===== src/rtl/irq_status_regs.sv =====
module irq_status_regs #(
  parameter int ADDR_W = 8,
  parameter int DATA_W = 32
) (
  input  logic              clk,
  input  logic              rst_n,
  input  logic [11:0]       evt_pulse,
  input  logic              rx_full_lvl,
  input  logic              tx_empty_lvl,
  input  logic [12:0]       abrt_why,
  input  logic              wr_en,
  input  logic [ADDR_W-1:0] wr_addr,
  input  logic [11:0]       wr_data,
  input  logic              rd_en,
  input  logic [ADDR_W-1:0] rd_addr,
  output logic [DATA_W-1:0] rd_data,
  output logic              irq
);
  localparam logic [11:0] STICKY = 12'hFEB;
  localparam logic [12:0] WHY_OK = 13'h1EBF;
  localparam logic [ADDR_W-1:0] A_MSTAT = ADDR_W'(8'h2C);
  localparam logic [ADDR_W-1:0] A_MASK  = ADDR_W'(8'h30);
  localparam logic [ADDR_W-1:0] A_RAW   = ADDR_W'(8'h34);
  localparam logic [ADDR_W-1:0] A_CLALL = ADDR_W'(8'h40);
  localparam logic [ADDR_W-1:0] A_WHY   = ADDR_W'(8'h80);

  function automatic logic [ADDR_W-1:0] clr_addr(input int i);
    int s;
    s = i;
    if (i > 2) s = s - 1;
    if (i > 4) s = s - 1;
    return ADDR_W'(68 + 4 * s);
  endfunction

  logic [11:0] sticky_q, mask_q, raw, masked, clr_hit;
  logic [12:0] abort_q;
  logic [DATA_W-1:0] rd_next;
  logic why_clr;

  for (genvar gi = 0; gi < 12; gi++) begin : g_clr
    if (STICKY[gi]) begin : g_s
      assign clr_hit[gi] = rd_en && (rd_addr == clr_addr(gi) || rd_addr == A_CLALL);
    end else begin : g_l
      assign clr_hit[gi] = 1'b0;
    end
  end

  assign raw     = sticky_q | (12'(tx_empty_lvl) << 4) | (12'(rx_full_lvl) << 2);
  assign masked  = raw & mask_q;
  assign irq     = |masked;
  assign why_clr = rd_en && rd_addr == clr_addr(6);

  always_comb begin
    rd_next = '0;
    case (rd_addr)
      A_MSTAT: rd_next = DATA_W'(masked);
      A_MASK:  rd_next = DATA_W'(mask_q);
      A_RAW:   rd_next = DATA_W'(raw);
      A_CLALL: rd_next = DATA_W'(|sticky_q);
      A_WHY:   rd_next = DATA_W'(abort_q);
      default:
        for (int i = 0; i < 12; i++)
          if (STICKY[i] && rd_addr == clr_addr(i)) rd_next = DATA_W'(sticky_q[i]);
    endcase
  end

  always_ff @(posedge clk or negedge rst_n) begin
    if (!rst_n) begin
      sticky_q <= '0;
      mask_q   <= '0;
      abort_q  <= '0;
      rd_data  <= '0;
    end else begin
      sticky_q <= ((sticky_q & ~clr_hit) | evt_pulse) & STICKY;
      abort_q  <= (why_clr ? 13'd0 : abort_q) | (abrt_why & WHY_OK);
      if (wr_en && wr_addr == A_MASK) mask_q <= wr_data;
      if (rd_en) rd_data <= rd_next;
    end
  end
endmodule



===== config.mk =====
export PLATFORM = sky130hd
export DESIGN_NAME = irq_status_regs
export DESIGN_NICKNAME = d
export VERILOG_FILES = /design/src/rtl/irq_status_regs.sv
export SDC_FILE = /design/constraint.sdc
export NUM_CORES = 1
export LEC_CHECK = 0
export ABC_CLOCK_PERIOD_IN_PS = 1200
export BUFFER_PORTS_ARGS = -buffer_cell sky130_fd_sc_hd__buf_2
export CELL_PAD_IN_SITES_DETAIL_PLACEMENT = 1
export CELL_PAD_IN_SITES_GLOBAL_PLACEMENT = 2
export CORE_ASPECT_RATIO = 1.4
export CORE_MARGIN = 4
export CORE_UTILIZATION = 27
export DETAILED_ROUTE_END_ITERATION = 8
export HOLD_SLACK_MARGIN = 0.02
export PLACE_DENSITY = 0.84
export SLEW_MARGIN = 0
export SYNTH_ARGS = -nofsm -noshare
export SYNTH_HDL_FRONTEND = slang
export SYNTH_SLANG_ARGS = --single-unit

===== constraint.sdc =====
create_clock -name clk -period 1.2 [get_ports clk]
set_clock_uncertainty 0.1 [all_clocks]
set_input_delay 0.24 -clock clk [delete_from_list [all_inputs] [get_ports clk]]
set_output_delay 0.24 -clock clk [all_outputs]
set_load 0.01 [all_outputs]

==> qor_table.md <==
| Step | Quantity | This run |
|:---|:---|:---|
| floorplanning | Full die area | 0.0110 mm2 |
| logic synthesis | Share of synthesized area spent on multiplexers | 5.76% |
| placement | Final RePlAce weighted congestion | 0.886 |
| logic synthesis | Share of the synthesized netlist area taken by xor and xnor gates | 0.345% |
| min path | Worst hold path stage count | 2 |
| worst setup path | Worst Path Class, Setup | flip-flop to primary output |
| logic synthesis | Cells taking the most area after synthesis | dfrtp_1 (45%), a21o_1 (7.1%), buf_4 (6.2%) |
| global route | Largest net degree at the start of global routing | 47 |
| worst setup path | Critical-path maximum fanout | 2 |
| global route | Antenna violations before repair | 0 |
| routing | Wirelength per Cell | 19.3 um |
| logic synthesis | Proportion of synthesized flip-flops having asynchronous set or reset | 100% |
| logic synthesis | Sequential cell area fraction in the yosys report | 45.3% |
| global route | Met3 Usage GRT | 2.82% |
| final layout | Fin nets | 440 |
| worst setup path | Critical Path, Cell by Cell | a22o_1 > a221oi_2 > nand3_1 > buf_2 |
| worst setup path | Worst path buffer plus inverter count | 1 |
| routing | DRC Markers | 0 |
| logic synthesis | Fraction of the mapped netlist area in simple logic gates | 16.9% |
| global route | Global routing met2 resource utilization | 32.2% |
| logic synthesis | Most frequent cell after synthesis | dfrtp_1 |
| worst setup path | Cell class contributing the biggest share of worst-path delay | compound AO/OA/AOI/OAI gates |
| logic synthesis | Synthesized cell area | 0.00254 mm2 |
| worst setup path | Standard cell with the maximum stage delay on the critical path | dfrtp_1 |
| worst setup path | Reg-to-Reg Start | sticky_q[7] |
| clock network | Clock root buffer master | clkbuf_16 |
| clock network | Number of buffers created by CTS | 5 |
| final layout | Number of diodes added for antenna fixing | 0 |
| sta | Min cycle time layout | 1770 ps |
| logic synthesis | Synthesized area per cell | 10.5 um2 |
| logic synthesis | Number of synthesized flops with an enable pin | 0 |
| logic synthesis | Main synth FF type | dfrtp_1 |
| min path | Source of the worst hold timing path | abrt_why[12] |
| sta | Number of setup violations in the final report | 29 |
| routing | Mean number of vias per cell | 5.07 |
| job | Max-cap viol count | 0 |
| sta | Total Neg Setup Slack | -3370 ps |
| logic synthesis | Post-synth top area cell | dfrtp_1 |
| clock network | Later-pin clock latency in the skew report | 290 ps |
| routing | Final antenna-violating net count | 0 |
| floorplanning | Core ar. | 0.00908 mm2 |
| global route | Global routing's busiest layer | met2 |
| logic synthesis | Ys Warns | 0 |
| final layout | Area added between synthesis and finish | 59.1% |
| final layout | Utilization of the core after routing | 44.5% |
| run status | Result of the run | complete, but fails checks |
| logic synthesis | Count of different cell masters after synthesis | 45 |
| placement | Dpl hpwl | 6.62 mm |
| sta | Final period util | 148% |
| logic synthesis | Fraction of synthesized cell area taken by the top area cell type | 45.3% |
| routing | Count of TritonRoute iterations in the first routing pass | 4 |
| logic synthesis | Synth Area in Compound Gates | 21.9% |
| sta | Endpoints failing hold | 0 |
| worst setup path | FF-to-FF path depth | 5 |
| clock network | Clock tree from TritonCTS | done |
| floorplanning | Die Wd | 90.0 um |
| worst setup path | Required time at the worst-slack endpoint | 860 ps |
| worst setup path | Crit path arrival time | 1430 ps |
| floorplanning | Initial standard-cell utilization of the core | 28.0% |
| worst setup path | Critical Path Max Stage Delay | 390 ps |
| global route | Aggregate global-route resource usage | 16.8% |
| min path | Classification of the worst-slack hold path | input pin to flip-flop |
| global route | Congestion Overflow GR | 0 |
| sta | Worst-case setup margin in the final layout | -573 ps |
| routing | Vias post-DR | 2,475 |
| logic synthesis | Flops & latches, synth | 46 |
| worst setup path | Endpoint kind of the worst setup timing path | primary output |
| clock network | Buffer depth of the longest clock path | 2 |
| global route | Wire length of the first global-routing pass | 14.4 mm |
| sta | Final number of max-transition violations | 0 |
| routing | Initial detailed-routing violation count | 124 |
| floorplanning | Number of top-level pins | 92 |
| floorplanning | Row count | 41 |
| sta | Unrepaired setup endpoints after global routing | yes |
| final layout | Layout cells sized above 1 | 57.0% |
| worst setup path | Reg2Reg Capture Point | rd_data[7] |
| power | Peak VDD IR | 0.000442 V |
| worst setup path | Startpoint type of the worst setup path | flip-flop |
| logic synthesis | Ranking of synthesized cells by instance count | dfrtp_1 (46), a21o_1 (24), nor2_1 (22) |
| logic synthesis | Main combinational cell family by area after synthesis | compound AO/OA/AOI/OAI gates |
| clock network | Clock-pin transition on the worst setup and hold timing paths | 60 ps |
| logic synthesis | Synth Area in Adders | 0% |
| routing | Routed Wire Length | 9.41 mm |
| run status | Failing checks | negative setup slack |
| min path | Hold-critical path endpoint | abort_q[12] |
| floorplanning | Height of the chip | 123 um |
| clock network | Number of sinks handled by clock tree synthesis | 46 |
| logic synthesis | Gate count of the mapped netlist | 243 |
| clock network | Htree depth | 2 |
| power | Static Leakage | 0.00185 uW |
| global route | Number of global-route vias before repair | 2,712 |
| power | Power density relative to cell area | 902 mW/mm2 |
| global route | Met1 track demand over resource in global routing | 18.0% |
| placement | Number of input and output port buffers inserted | 68 |
| sta | Peak clock frequency supported by timing | 564 MHz |
| worst setup path | Register-to-register path setup slack | -310 ps |
## report_power, final
group	internal, uW	switching, uW
clock network	762	585
logic	335	330
registers	1600	32.6
## final cells by class
cell class	count	area (um2)
Inverter	4	15.0
Tap cell	107	134
Clock inverter	1	7.51
Sequential cell	46	1160
Timing Repair Buffer	147	1140
Multi-Input combinational cell	177	1460
Fill cell	1034	5040
Clock buffer	6	129
## routing by layer
| metal | vias to the layer above | part of all wire [%] | routed length (um) |
|---|---|---|---|
| met5 | - | 0 | 0 |
| met4 | 0 | 2.5 | 239 |
| met3 | 16 | 3.7 | 348 |
| met2 | 60 | 56 | 5280 |
| met1 | 1247 | 38 | 3540 |
| li1 | 1152 | - | - |
## cell families (layout without fill, tap and decap cells)
kind of cell    after synthesis  count (layout)
other cells                   1              19
mux                          13              13
flops                        46              46
xor+xnor                      1               1
compound gates               74              74
simple gates                 70              70
buf+inv                      38             158
## through the flow
stage                     hold slack (ps)  area [um2]  cells  setup slack [ps]  total power (uW)
after floorplan                      -156        2710    261              -362              1960
after global placement                140        3380    457              -560              2200
after detailed placement              155        3380    457              -553              2220
after CTS                            23.0        3850    480              -568              3630
after global routing                 19.8        4040    488              -634              3810
final                                24.5        4040    488              -573              3640
## layout by cell type (no fill, tap or decap), types with 2 or more instances in the layout
cell type and n:
nand3_1 3, dfrtp_1 41, a21oi_1 13, nor4_2 3, nor3_2 2, inv_1 3
a22o_1 3, buf_12 5, nand3_2 4, o211ai_1 2, buf_4 56, nand2b_4 2
nor3_1 2, nor2_1 18, nand4b_1 2, nand2b_1 3, mux2_2 12, nor4_4 4
buf_8 6, conb_1 19, nor2_4 5, dfrtp_2 5, buf_6 20, a222oi_1 9
nand4bb_4 2, a31o_2 4, a21o_1 24, buf_2 59, nand2_1 6, o21ai_1 3
clkbuf_16 5, a221oi_2 5
## registers in the layout, summed over array words and instances (netlist names)
name	count
rd_data	13
mask_q	12
abort_q	11
sticky_q	10
## worst max-delay path by stage
stage,start,end,slack (ps),cells past startpoint
after floorplan,rd_addr[3],rd_data[0],-360,5
after detailed placement,rd_addr[1],rd_data[11],-550,7
after CTS,sticky_q[7],irq,-570,4
after global routing,mask_q[7],irq,-630,4
after global placement,rd_addr[1],rd_data[11],-560,7
final,mask_q[7],irq,-570,4
## repair_timing
action	in CTS	in global routing
endpoints found under the hold margin	46	0
hold buffers	1	0
setup buffers	12	13
pin swaps	26	50
resized for setup	55	34
gates cloned	3	0
endpoints found under the setup margin	30	47
(Power assumes the default switching activity.)
